==> src/rtl/nicw_pkg.sv <==
`timescale 1ns/1ps
package nicw_pkg;
  localparam int DATA_W    = 16;
  localparam int OFS_W     = 5;
  localparam int REG_BASE  = 16;

  // register numbers reached through the index port
  localparam int IDX_CMD    = 0;
  localparam int IDX_ID_LO  = 88;
  localparam int IDX_ID_HI  = 89;
  localparam int IDX_BSTYLE = 20;

  // command/status bit positions
  localparam int B_INIT  = 0;
  localparam int B_START = 1;
  localparam int B_STOP  = 2;
  localparam int B_POLL  = 3;
  localparam int B_TXON  = 4;
  localparam int B_RXON  = 5;
  localparam int B_IEN   = 6;
  localparam int B_INTR  = 7;
  localparam int B_FLAG0 = 8;
  localparam int N_FLAG  = 7;
  localparam int B_ERR   = 15;

  localparam int CFG3_IDON_MASK = 8;
  localparam int CFG4_AUTOPAD   = 11;

  typedef enum logic [2:0] {
    PORT_NONE,
    PORT_PROM,
    PORT_DATA,
    PORT_INDEX,
    PORT_RESET,
    PORT_BUS
  } port_e;
endpackage

==> src/rtl/nicw_port_decode.sv <==
`timescale 1ns/1ps
module nicw_port_decode
  import nicw_pkg::*;
(
  input  logic             wide_i,
  input  logic [OFS_W-1:0] ofs_i,
  output port_e            port_o
);
  logic [OFS_W:0] norm;
  logic           legal;

  always_comb begin
    norm   = '0;
    legal  = 1'b0;
    port_o = PORT_NONE;
    if (ofs_i < OFS_W'(REG_BASE)) begin
      port_o = PORT_PROM;
    end else begin
      if (wide_i) begin
        norm  = {1'b0, ofs_i};
        legal = (ofs_i[1:0] == 2'b00);
      end else begin
        norm  = (OFS_W+1)'(REG_BASE) + (({1'b0, ofs_i} - (OFS_W+1)'(REG_BASE)) << 1);
        legal = !ofs_i[0] && (ofs_i <= OFS_W'(REG_BASE + 6));
      end
      if (legal) begin
        case (norm)
          (OFS_W+1)'(REG_BASE + 0):  port_o = PORT_DATA;
          (OFS_W+1)'(REG_BASE + 4):  port_o = PORT_INDEX;
          (OFS_W+1)'(REG_BASE + 8):  port_o = PORT_RESET;
          (OFS_W+1)'(REG_BASE + 12): port_o = PORT_BUS;
          default:                   port_o = PORT_NONE;
        endcase
      end
    end
  end

  // narrow offsets beyond the packed port range select nothing
  always_comb begin
    if (!wide_i && (ofs_i > OFS_W'(REG_BASE + 6)))
      p_narrow_range_r2: assert (port_o == PORT_NONE);
  end
endmodule

==> src/rtl/nicw_cmd_status.sv <==
`timescale 1ns/1ps
module nicw_cmd_status
  import nicw_pkg::*;
(
  input  logic              clk,
  input  logic              rst_n,
  input  logic              soft_rst_i,
  input  logic              wr_i,
  input  logic [DATA_W-1:0] wdata_i,
  input  logic              ev_txtimeout_i,
  input  logic              ev_collision_i,
  input  logic              ev_missed_i,
  input  logic              ev_memerr_i,
  input  logic              ev_rxdone_i,
  input  logic              ev_txdone_i,
  input  logic              init_done_i,
  input  logic              idon_mask_i,
  output logic [DATA_W-1:0] csr0_o,
  output logic              irq_o,
  output logic              init_req_o,
  output logic              tx_poll_o
);
  logic [N_FLAG-1:0] flag_q, flag_d, flag_set, flag_clr;
  logic stop_q, stop_d, run_q, run_d, txon_q, txon_d, rxon_q, rxon_d;
  logic ien_q, ien_d, initp_q, initp_d, poll_q, poll_d;
  logic upd_en, err, intr;
  logic unused_bits;

  assign unused_bits = ^{wdata_i[B_ERR], wdata_i[B_INTR], wdata_i[B_RXON], wdata_i[B_TXON]};

  // flag order matches bits 8..14
  assign flag_set = {ev_txtimeout_i, ev_collision_i, ev_missed_i, ev_memerr_i,
                     ev_rxdone_i, ev_txdone_i, init_done_i};
  assign flag_clr = wr_i ? wdata_i[B_FLAG0 +: N_FLAG] : '0;

  for (genvar k = 0; k < N_FLAG; k++) begin : g_flag
    assign flag_d[k] = flag_set[k] | (flag_q[k] & ~flag_clr[k]);
  end

  always_comb begin
    stop_d  = stop_q;
    run_d   = run_q;
    txon_d  = txon_q;
    rxon_d  = rxon_q;
    ien_d   = ien_q;
    initp_d = 1'b0;
    poll_d  = 1'b0;
    if (wr_i) begin
      ien_d = wdata_i[B_IEN];
      if (wdata_i[B_STOP]) begin
        stop_d = 1'b1;
        run_d  = 1'b0;
        txon_d = 1'b0;
        rxon_d = 1'b0;
      end else if (wdata_i[B_START]) begin
        stop_d = 1'b0;
        run_d  = 1'b1;
        txon_d = 1'b1;
        rxon_d = 1'b1;
      end
      initp_d = wdata_i[B_INIT] & ~wdata_i[B_STOP];
      poll_d  = wdata_i[B_POLL];
    end
  end

  assign upd_en = wr_i | (|flag_set) | initp_q | poll_q | soft_rst_i;

  always_ff @(posedge clk or negedge rst_n) begin
    if (!rst_n) begin
      flag_q  <= '0;
      stop_q  <= 1'b1;
      run_q   <= 1'b0;
      txon_q  <= 1'b0;
      rxon_q  <= 1'b0;
      ien_q   <= 1'b0;
      initp_q <= 1'b0;
      poll_q  <= 1'b0;
    end else if (upd_en) begin
      if (soft_rst_i) begin
        flag_q  <= '0;
        stop_q  <= 1'b1;
        run_q   <= 1'b0;
        txon_q  <= 1'b0;
        rxon_q  <= 1'b0;
        ien_q   <= 1'b0;
        initp_q <= 1'b0;
        poll_q  <= 1'b0;
      end else begin
        flag_q  <= flag_d;
        stop_q  <= stop_d;
        run_q   <= run_d;
        txon_q  <= txon_d;
        rxon_q  <= rxon_d;
        ien_q   <= ien_d;
        initp_q <= initp_d;
        poll_q  <= poll_d;
      end
    end
  end

  assign err  = |flag_q[6:3];
  assign intr = err | flag_q[2] | flag_q[1] | (flag_q[0] & ~idon_mask_i);

  assign csr0_o = {err, flag_q, intr, ien_q, rxon_q, txon_q, 1'b0, stop_q, run_q, 1'b0};
  assign irq_o      = intr & ien_q;
  assign init_req_o = initp_q;
  assign tx_poll_o  = poll_q;

  // stopped state never has the transmitter or receiver on
  p_stop_excl_r7: assert property (@(posedge clk) disable iff (!rst_n)
    stop_q |-> (!txon_q && !rxon_q));
  // init request lasts one cycle
  p_init_one_r8: assert property (@(posedge clk) disable iff (!rst_n)
    init_req_o |=> !init_req_o);
  // poll lasts one cycle
  p_poll_one_r9: assert property (@(posedge clk) disable iff (!rst_n)
    tx_poll_o |=> !tx_poll_o);
  // an event sets its flag even against a clear
  p_flag_set_r4: assert property (@(posedge clk) disable iff (!rst_n)
    (ev_txtimeout_i && !soft_rst_i) |=> csr0_o[14]);
  // writing one clears a flag when no event competes
  p_flag_clr_r4: assert property (@(posedge clk) disable iff (!rst_n)
    (wr_i && wdata_i[9] && !ev_txdone_i) |=> !csr0_o[9]);
  // enabled error summary raises the interrupt
  p_irq_err_r6: assert property (@(posedge clk) disable iff (!rst_n)
    (csr0_o[B_IEN] && csr0_o[B_ERR]) |-> irq_o);
endmodule

==> src/rtl/nicw_cfg_regs.sv <==
`timescale 1ns/1ps
module nicw_cfg_regs
  import nicw_pkg::*;
#(
  parameter int          IDX_W   = 7,
  parameter logic [31:0] CHIP_ID = 32'h0242_0003
) (
  input  logic              clk,
  input  logic              rst_n,
  input  logic              soft_rst_i,
  input  logic              csr_wr_i,
  input  logic              bus_wr_i,
  input  logic [IDX_W-1:0]  idx_i,
  input  logic [DATA_W-1:0] wdata_i,
  output logic [DATA_W-1:0] csr_rdata_o,
  output logic [DATA_W-1:0] bus_rdata_o,
  output logic [31:0]       ib_addr_o,
  output logic              idon_mask_o,
  output logic              auto_pad_o,
  output logic [DATA_W-1:0] bus_style_o
);
  localparam int NCSR = 4;
  localparam logic [IDX_W-1:0] I_ID_LO  = IDX_W'(IDX_ID_LO);
  localparam logic [IDX_W-1:0] I_ID_HI  = IDX_W'(IDX_ID_HI);
  localparam logic [IDX_W-1:0] I_BSTYLE = IDX_W'(IDX_BSTYLE);

  logic [NCSR*DATA_W-1:0] csr_flat;
  logic [DATA_W-1:0]      style_q;
  logic                   style_en;

  for (genvar k = 0; k < NCSR; k++) begin : g_csr
    logic [DATA_W-1:0] q;
    logic              en;
    assign en = soft_rst_i || (csr_wr_i && (idx_i == IDX_W'(k + 1)));
    always_ff @(posedge clk or negedge rst_n) begin
      if (!rst_n)      q <= '0;
      else if (en)     q <= soft_rst_i ? '0 : wdata_i;
    end
    assign csr_flat[k*DATA_W +: DATA_W] = q;
  end

  assign style_en = soft_rst_i || (bus_wr_i && (idx_i == I_BSTYLE));
  always_ff @(posedge clk or negedge rst_n) begin
    if (!rst_n)        style_q <= '0;
    else if (style_en) style_q <= soft_rst_i ? '0 : wdata_i;
  end

  always_comb begin
    csr_rdata_o = '0;
    for (int k = 0; k < NCSR; k++)
      if (idx_i == IDX_W'(k + 1)) csr_rdata_o = csr_flat[k*DATA_W +: DATA_W];
    if (idx_i == I_ID_LO) csr_rdata_o = CHIP_ID[15:0];
    if (idx_i == I_ID_HI) csr_rdata_o = CHIP_ID[31:16];
  end

  assign bus_rdata_o = (idx_i == I_BSTYLE) ? style_q : '0;
  assign ib_addr_o   = csr_flat[2*DATA_W-1:0];
  assign idon_mask_o = csr_flat[2*DATA_W + CFG3_IDON_MASK];
  assign auto_pad_o  = csr_flat[3*DATA_W + CFG4_AUTOPAD];
  assign bus_style_o = style_q;

  // identifier halves survive writes
  p_id_const_r10: assert property (@(posedge clk) disable iff (!rst_n)
    (csr_wr_i && idx_i == I_ID_LO) |=> (idx_i != I_ID_LO || csr_rdata_o == CHIP_ID[15:0]));
  // bus register 20 changes only through its port or a reset
  p_style_hold_r12: assert property (@(posedge clk) disable iff (!rst_n)
    (!bus_wr_i && !soft_rst_i) |=> $stable(bus_style_o));
endmodule

==> src/rtl/ctl_reg_window.sv <==
`timescale 1ns/1ps
module ctl_reg_window
  import nicw_pkg::*;
#(
  parameter int          IDX_W        = 7,
  parameter logic [31:0] CHIP_ID      = 32'h0242_0003,
  parameter logic [47:0] STATION_ADDR = 48'h6655_4433_2211
) (
  input  logic              clk,
  input  logic              rst_n,
  input  logic              bus_sel_i,
  input  logic              bus_wr_i,
  input  logic              bus_wide_i,
  input  logic [OFS_W-1:0]  bus_ofs_i,
  input  logic [DATA_W-1:0] bus_wdata_i,
  output logic [31:0]       bus_rdata_o,
  input  logic              ev_txtimeout_i,
  input  logic              ev_collision_i,
  input  logic              ev_missed_i,
  input  logic              ev_memerr_i,
  input  logic              ev_rxdone_i,
  input  logic              ev_txdone_i,
  input  logic              init_done_i,
  output logic              init_req_o,
  output logic              tx_poll_o,
  output logic              irq_o,
  output logic [31:0]       ib_addr_o,
  output logic              idon_mask_o,
  output logic              auto_pad_o,
  output logic [DATA_W-1:0] bus_style_o
);
  port_e             port;
  logic [IDX_W-1:0]  idx_q;
  logic              idx_wr, data_wr, bus_wr, cmd_wr, soft_rst;
  logic [DATA_W-1:0] csr0, cfg_rdata, bus_rdata, prom_lo, prom_hi;

  nicw_port_decode u_dec (
    .wide_i (bus_wide_i),
    .ofs_i  (bus_ofs_i),
    .port_o (port)
  );

  assign idx_wr   = bus_sel_i &&  bus_wr_i && (port == PORT_INDEX);
  assign data_wr  = bus_sel_i &&  bus_wr_i && (port == PORT_DATA);
  assign bus_wr   = bus_sel_i &&  bus_wr_i && (port == PORT_BUS);
  assign soft_rst = bus_sel_i && !bus_wr_i && (port == PORT_RESET);
  assign cmd_wr   = data_wr && (idx_q == IDX_W'(IDX_CMD));

  always_ff @(posedge clk or negedge rst_n) begin
    if (!rst_n)                   idx_q <= '0;
    else if (idx_wr || soft_rst)  idx_q <= soft_rst ? '0 : bus_wdata_i[IDX_W-1:0];
  end

  nicw_cmd_status u_cmd (
    .clk            (clk),
    .rst_n          (rst_n),
    .soft_rst_i     (soft_rst),
    .wr_i           (cmd_wr),
    .wdata_i        (bus_wdata_i),
    .ev_txtimeout_i (ev_txtimeout_i),
    .ev_collision_i (ev_collision_i),
    .ev_missed_i    (ev_missed_i),
    .ev_memerr_i    (ev_memerr_i),
    .ev_rxdone_i    (ev_rxdone_i),
    .ev_txdone_i    (ev_txdone_i),
    .init_done_i    (init_done_i),
    .idon_mask_i    (idon_mask_o),
    .csr0_o         (csr0),
    .irq_o          (irq_o),
    .init_req_o     (init_req_o),
    .tx_poll_o      (tx_poll_o)
  );

  nicw_cfg_regs #(.IDX_W(IDX_W), .CHIP_ID(CHIP_ID)) u_cfg (
    .clk         (clk),
    .rst_n       (rst_n),
    .soft_rst_i  (soft_rst),
    .csr_wr_i    (data_wr),
    .bus_wr_i    (bus_wr),
    .idx_i       (idx_q),
    .wdata_i     (bus_wdata_i),
    .csr_rdata_o (cfg_rdata),
    .bus_rdata_o (bus_rdata),
    .ib_addr_o   (ib_addr_o),
    .idon_mask_o (idon_mask_o),
    .auto_pad_o  (auto_pad_o),
    .bus_style_o (bus_style_o)
  );

  function automatic logic [15:0] ea_half(input logic [2:0] h);
    case (h)
      3'd0:    ea_half = STATION_ADDR[15:0];
      3'd1:    ea_half = STATION_ADDR[31:16];
      3'd2:    ea_half = STATION_ADDR[47:32];
      default: ea_half = '0;
    endcase
  endfunction

  always_comb begin
    prom_lo = '0;
    prom_hi = '0;
    if (!bus_ofs_i[0]) begin
      prom_lo = ea_half(bus_ofs_i[3:1]);
      if (bus_wide_i && !bus_ofs_i[1]) prom_hi = ea_half(bus_ofs_i[3:1] + 3'd1);
    end
  end

  always_comb begin
    bus_rdata_o = '0;
    case (port)
      PORT_PROM:  bus_rdata_o = {prom_hi, prom_lo};
      PORT_INDEX: bus_rdata_o = 32'(idx_q);
      PORT_DATA:  bus_rdata_o = {16'h0, (idx_q == IDX_W'(IDX_CMD)) ? csr0 : cfg_rdata};
      PORT_BUS:   bus_rdata_o = {16'h0, bus_rdata};
      default:    bus_rdata_o = '0;
    endcase
  end

  // a software reset restores the stop-only command word
  p_softrst_r1: assert property (@(posedge clk) disable iff (!rst_n)
    soft_rst |=> (csr0 == 16'h0004 && idx_q == '0));
  // the index only moves on an index write or reset
  p_idx_hold_r3: assert property (@(posedge clk) disable iff (!rst_n)
    (!idx_wr && !soft_rst) |=> $stable(idx_q));
endmodule

==> config.mk <==
export PLATFORM = sky130hd
export DESIGN_NAME = ctl_reg_window
export DESIGN_NICKNAME = d
export VERILOG_FILES = /design/src/rtl/nicw_pkg.sv /design/src/rtl/nicw_port_decode.sv /design/src/rtl/nicw_cmd_status.sv /design/src/rtl/nicw_cfg_regs.sv /design/src/rtl/ctl_reg_window.sv
export SDC_FILE = /design/constraint.sdc
export NUM_CORES = 1
export LEC_CHECK = 0
export BUFFER_PORTS_ARGS = -buffer_cell sky130_fd_sc_hd__buf_2
export CORE_MARGIN = 5
export CORE_UTILIZATION = 45
export CTS_CLUSTER_DIAMETER = 100
export CTS_CLUSTER_SIZE = 24
export DETAILED_ROUTE_END_ITERATION = 16
export PLACE_DENSITY = 0.67
export SYNTH_ARGS = -nofsm -noshare
export SYNTH_HDL_FRONTEND = slang
export SYNTH_HIERARCHICAL = 1
export SYNTH_SLANG_ARGS = --single-unit
==> constraint.sdc <==
create_clock -name clk -period 5 [get_ports clk]
set_clock_uncertainty 0.2 [all_clocks]
set_input_delay 0 -clock clk [delete_from_list [all_inputs] [get_ports clk]]
set_output_delay 0 -clock clk [all_outputs]
set_load 0.05 [all_outputs]
==> run summary, run 1 <==
status: completed
LEAKAGE: 3.18 nW
unrepaired setup endpoints after global routing: false
minimum clock period: 3.74 ns
WP data required: 4.80 ns
CTS root buf: clkbuf_16
max_cap viols: 0
clock tree sinks: 99
ANT cells: 0
WP data arrival: 3.54 ns
Worst-Margin Slew: 1.24 ns
flops & latches, synth: 99
Setup TNS: 0 ns
DR DRC count: 0
largest net degree at the start of global routing: 77
DRT Pass-1 Iters: 6
Clock Tree Buf Depth: 2
Inst Count DP: 899
DIE HEIGHT: 128 um
post-synth cell types: 64
initial DRC count: 965
global-route wire length before repair: 34100 um
synthesized area: 0.00622 mm^2
Max Freq: 267 MHz
reg-to-reg slack, setup: 1.60 ns
synth top area cells: dfrtp_1 (39%), a21oi_1 (7.1%), nand4_1 (4.8%)
Post-synth EDFFs: 0
Async SR Flop Fraction: 1.00
final hold violation count: 0
Relative slew margins: 0.169
Place WS: 1.20 ns
# IOs: 118
most frequent cell after synthesis: dfrtp_1
Setup WS post-layout: 1.26 ns
DPL Wire Length: 14300 um
Worst-Skew Late Latency: 0.36 ns
r2r startpoint: idx_q[2]$_DFFE_PN0P_
final net count: 798
crit-path leading delay family: buffers and inverters
Critical Path Source Type: register
Reg clk slew, reported paths: 0.08 ns
Post-synth top flop: dfrtp_1
DR vias/cell: 6.58
post-cts sizing count: 0
CTS tree: built
FF-to-FF path depth: 7
gp weighted congestion: 0.975
Wirelength per Cell: 23.3 um
Reg-to-Reg End: u_cmd/flag_q[3]$_DFFE_PN0P_
Max stage delay cell, worst path: buf_4
PD cells: 284 mW/mm^2
total CTS buffers: 9
worst-path cell chain: nor4_2 > buf_4 > nand2_1 > a31oi_1 > mux2i_1 > o21ai_0 > buf_2
Post-Route WL: 22100 um
final setup vio count: 0
Layout Cells excl Fill: 946
initial core utilization: 0.453
top cell type's share of synthesized area: 0.394
Final ANT Viol Nets: 0
Area Overhead vs Synth: 16.9%
Avg Inst Size Synth: 9.06 um^2
Filler Cell Count: 1253
HP Start: bus_wr_i
layout cells sized above 1: 0.248
cts hold-fix bufs: 32
peak supply drop: 201 uV
WHS Endpoint: u_cmd/init_req_o$_DFFE_PN0P_
dominant cell type by area after synthesis: dfrtp_1
Critical Path Sink Type: output pin
Slew Limit Fails: 0
WHS Path Cells: 5
Worst Hold Slack: 0.0917 ns
Core Box Area: 0.0137 mm^2
Die ar.: 0.0163 mm^2
IO Port Bufs: 109
commonest cells in the netlist: dfrtp_1 (98), a21oi_1 (88), o21ai_0 (60)
WP buf/inv: 2
num rows: 43
Final Power: 2.06 mW
total track usage: 0.268
Syn Inst Count: 686
peak fanout along the critical path: 66
CTS H-tree depth: 3
sequential-to-total area share from yosys stat: 0.399
Synth warnings: 6
initial antenna violation count: 0
crit path kind: reg -> out
total vias in the final route: 6225
Die Width: 128 um
Overflow after GRT: 0
vias in the first global route: 5964
Final period util: 0.748
postcts setup bufs: 0
Slowest Stage Delay on Critical Path: 0.59 ns
Hold WC Path Type: in -> reg
-- cell families (layout without fill, tap and decap cells) --
kind of cell | Yosys count | in the layout | synth area share
mux | 33 | 33 | 0.0563
flops | 99 | 99 | 0.399
simple gates | 206 | 206 | 0.213
fa+ha+maj | 3 | 3 | 0.00604
xor+xnor | 1 | 1 | 0.00141
compound gates | 239 | 239 | 0.241
buf+inv | 103 | 175 | 0.0823
other cells | 2 | 10 | 0.00121
-- area by class of cell --
cell class | count | area, um^2 | share of cell area
Clock buffer | 9 | 225 | 0.0310
Timing Repair Buffer | 155 | 983 | 0.135
Multi-Input combinational cell | 492 | 3290 | 0.452
Inverter | 5 | 18.8 | 0.00258
Clock inverter | 6 | 48.8 | 0.00671
Tap cell | 180 | 225 | 0.0310
Sequential cell | 99 | 2480 | 0.341
-- registers in the layout (all words and copies together), names as in the netlist, 7 cells and up --
register,cells
idx_q,7
u_cfg/bus_style_o,16
u_cfg/g_csr.q,64
u_cmd/flag_q,7
-- cells in the final DEF (no fill, tap or decap), drive strengths merged, types with 3 or more instances in the layout --
cell / instances
buf: 124
dfrtp: 98
a21oi: 88
o21ai: 61
nand3: 49
nand4: 48
o31ai: 32
dlygate4sd3: 31
nor3: 19
and3: 18
mux2i: 17
nand2: 16
mux2: 16
a22o: 15
nand4b: 13
a31oi: 13
conb: 10
clkbuf: 9
inv: 8
o211ai: 7
a21boi: 7
o21ba: 7
nor2: 6
nor2b: 4
a22oi: 4
nand2b: 3
ha: 3
nor4b: 3
or4: 3
nor4bb: 3
nor4: 3
-- worst reg2reg max path, stage by stage, from the launching register on --
cell and delay [ns]:
dfrtp_1 0.66, nor4_1 0.37, nand2_1 0.56, nor3_1 0.37, buf_4 0.24, a21boi_0 0.12, o21ba_2 0.21, dlygate4sd3_1 0.55
-- how the worst max path moves through the flow --
stage | from | end | slack, ns | cells after the start
after floorplan | bus_ofs_i[3] | bus_rdata_o[21] | 1.57 | 9
after global placement | bus_ofs_i[3] | u_cfg/g_csr[1].q[0]$_DFFE_PN0P_ | 1.43 | 13
after detailed placement | bus_ofs_i[3] | u_cfg/g_csr[1].q[9]$_DFFE_PN0P_ | 1.20 | 13
after CTS | idx_q[5]$_DFFE_PN0P_ | bus_rdata_o[12] | 1.36 | 7
after global routing | idx_q[5]$_DFFE_PN0P_ | bus_rdata_o[12] | 1.16 | 7
final | idx_q[5]$_DFFE_PN0P_ | bus_rdata_o[12] | 1.26 | 7
-- report_power, final --
group / total, mW / internal, mW / switching [mW]
clock network: 0.679 / 0.342 / 0.337
logic: 0.538 / 0.144 / 0.394
registers: 0.845 / 0.817 / 0.0282
total: 2.06 / 1.30 / 0.760
-- metal layers --
metal,track usage,vias up,wire (um)
met5,0,-,0
met4,0.128,0,874
met3,0.0548,62,2170
met2,0.408,381,10100
met1,0.367,3051,8920
li1,-,2731,-
-- per-stage QoR --
stage	cell area (um^2)	util
3_5_place_dp	6660	0.486
4_1_cts	7270	0.530
2_1_floorplan	6250	-
3_3_place_gp	6660	0.486
5_1_grt	7270	0.530
6_report	7270	0.530
No activity file was read; power rests on OpenSTA's default activity.
==> inputs of run 2 (changes only) <==
==> constraint.sdc (replaced) <==
create_clock -name clk -period 3.6 [get_ports clk]
set_clock_uncertainty 0.2 [all_clocks]
set_input_delay 0 -clock clk [delete_from_list [all_inputs] [get_ports clk]]
set_output_delay 0 -clock clk [all_outputs]
set_load 0.05 [all_outputs]
==> run summary, run 2 (same netlist as run 1, synthesis figures left out) <==
status: completed (unchanged)
Critical Path Source Type: register (unchanged)
vias in the first global route: 6049 (was 5964)
peak supply drop: 250 uV (was 201 uV)
total vias in the final route: 6187 (was 6225)
total CTS buffers: 9 (unchanged)
Final ANT Viol Nets: 0 (unchanged)
unrepaired setup endpoints after global routing: false (unchanged)
most common cell after layout, fill and taps aside: buf_2 (unchanged)
LEAKAGE: 3.23 nW (was 3.18 nW)
Final period util: 0.948
Hold WC Path Type: in -> reg (unchanged)
most frequent cells in the layout: buf_2 (108), dfrtp_1 (98), a21oi_1 (88) (unchanged)
Critical Path Sink Type: output pin (unchanged)
Layout Cells excl Fill: 953 (was 946)
IO Port Bufs: 109 (unchanged)
Inst Count DP: 908 (was 899)
peak fanout along the critical path: 47 (was 66)
global-route wire length before repair: 34100 um (about the same)
max reg flops: 64 (unchanged)
final net count: 804 (was 798)
DR vias/cell: 6.49 (was 6.58)
DRT Pass-1 Iters: 6 (unchanged)
Max Freq: 293 MHz
Most flops, register: u_cfg/g_csr.q (unchanged)
WP data required: 3.40 ns (was 4.80 ns)
max_cap viols: 0 (unchanged)
PD cells: 393 mW/mm^2 (was 284 mW/mm^2)
# IOs: 118 (unchanged)
Die ar.: 0.0163 mm^2 (unchanged)
final setup vio count: 0 (unchanged)
Core Box Area: 0.0137 mm^2 (unchanged)
Clock Tree Buf Depth: 2 (unchanged)
Final Power: 2.88 mW (was 2.06 mW)
HP Start: bus_sel_i (was bus_wr_i)
minimum clock period: 3.41 ns
DR DRC count: 0 (unchanged)
CTS H-tree depth: 3 (unchanged)
Relative slew margins: 0.307 (was 0.169)
Slowest Stage Delay on Critical Path: 0.53 ns (was 0.59 ns)
total track usage: 0.268 (about the same)
final hold violation count: 0 (unchanged)
ANT cells: 0 (unchanged)
worst setup path startpoint: idx_q[5]$_DFFE_PN0P_ (unchanged)
initial DRC count: 749 (was 965)
Area Overhead vs Synth: 18.0% (was 16.9%)
Wirelength per Cell: 23.0 um (was 23.3 um)
layout cells sized above 1: 0.257 (was 0.248)
initial antenna violation count: 0 (unchanged)
initial core utilization: 0.453 (unchanged)
Final Util: 0.535 (was 0.530)
postcts setup bufs: 0 (unchanged)
Reg clk slew, reported paths: 0.07 ns (was 0.08 ns)
CTS tree: built (unchanged)
Slew Limit Fails: 0 (unchanged)
clock tree sinks: 99 (unchanged)
worst-path cell chain: nor4_2 > buf_4 > nand4b_1 > a31oi_1 > mux2i_1 > o21ai_0 > buf_2 (was nor4_2 > buf_4 > nand2_1 > a31oi_1 > mux2i_1 > o21ai_0 > buf_2)
Die Width: 128 um (unchanged)
gp weighted congestion: 0.941 (was 0.975)
DIE HEIGHT: 128 um (unchanged)
WP data arrival: 3.21 ns (was 3.54 ns)
Setup TNS: 0 ns (unchanged)
Worst-Skew Late Latency: 0.34 ns (was 0.36 ns)
Max stage delay cell, worst path: dfrtp_1 (was buf_4)
r2r startpoint: idx_q[2]$_DFFE_PN0P_ (unchanged)
post-cts sizing count: 0 (unchanged)
Overflow after GRT: 0 (unchanged)
Post-Route WL: 21900 um (was 22100 um)
CTS root buf: clkbuf_16 (unchanged)
num rows: 43 (unchanged)
Worst-Margin Slew: 1.03 ns (was 1.24 ns)
crit path kind: reg -> out (unchanged)
DPL Wire Length: 14600 um (was 14300 um)
largest net degree at the start of global routing: 77 (unchanged)
[run 2: worst max-delay path: cells and delay by family, from the launching register on]
kind            cells  cell delay, ns
buf+inv             2            0.82
simple gates        2            0.70
compound gates      2            0.64
flops               1            0.53
mux                 1            0.16
[run 2: through the flow]
step                      cell area, um^2  setup slack [ns]  hold slack [ns]
after CTS                            7340             0.278         0.000731
after floorplan                      6250             0.167           -0.496
final                                7340             0.186           0.0130
after detailed placement             6740             0.288           -0.201
after global placement               6740             0.480           -0.217
after global routing                 7340            0.0990           0.0470
[run 2: layer usage]
layer  GRT usage  wire [um]
met3      0.0569       2210
met2       0.431      10300
met4      0.0965        687
met5           0          0
met1       0.358       8720
[run 2: final cells by class]
class,count,area (um^2)
Multi-Input combinational cell,492,3290
Clock inverter,3,21.3
Tap cell,180,225
Sequential cell,99,2480
Clock buffer,13,270
Timing Repair Buffer,161,1030
Fill cell,1257,6380
Inverter,5,18.8
[run 2: worst paths after layout]
path	to	slack, ns	cells past startpoint
min in group asynchronous	u_cmd/stop_q$_DFFE_PN1P_	0.53	3
worst min register to register	u_cfg/g_csr[3].q[14]$_DFFE_PN0P_	0.34	2
worst min-delay path	u_cfg/g_csr[3].q[15]$_DFFE_PN0P_	0.01	5
worst max-delay path	bus_rdata_o[12]	0.19	7
max in group asynchronous	u_cfg/g_csr[1].q[1]$_DFFE_PN0P_	2.20	4
worst max register to register	u_cmd/flag_q[3]$_DFFE_PN0P_	0.63	8
[run 2: power breakdown]
| part | leakage (nW) | internal, mW | total (mW) | switching (mW) |
|---|---|---|---|---|
| Clock | 0.142 | 0.527 | 0.947 | 0.420 |
| Combinational | 1.75 | 0.209 | 0.750 | 0.541 |
| Sequential | 1.34 | 1.13 | 1.19 | 0.0505 |
[run 2: timing repair]
action / 4_1_cts / 5_1_grt
hold endpoints to repair: 198 / 0
endpoints found under the setup margin: 0 / 0
hold buffers: 29 / 0
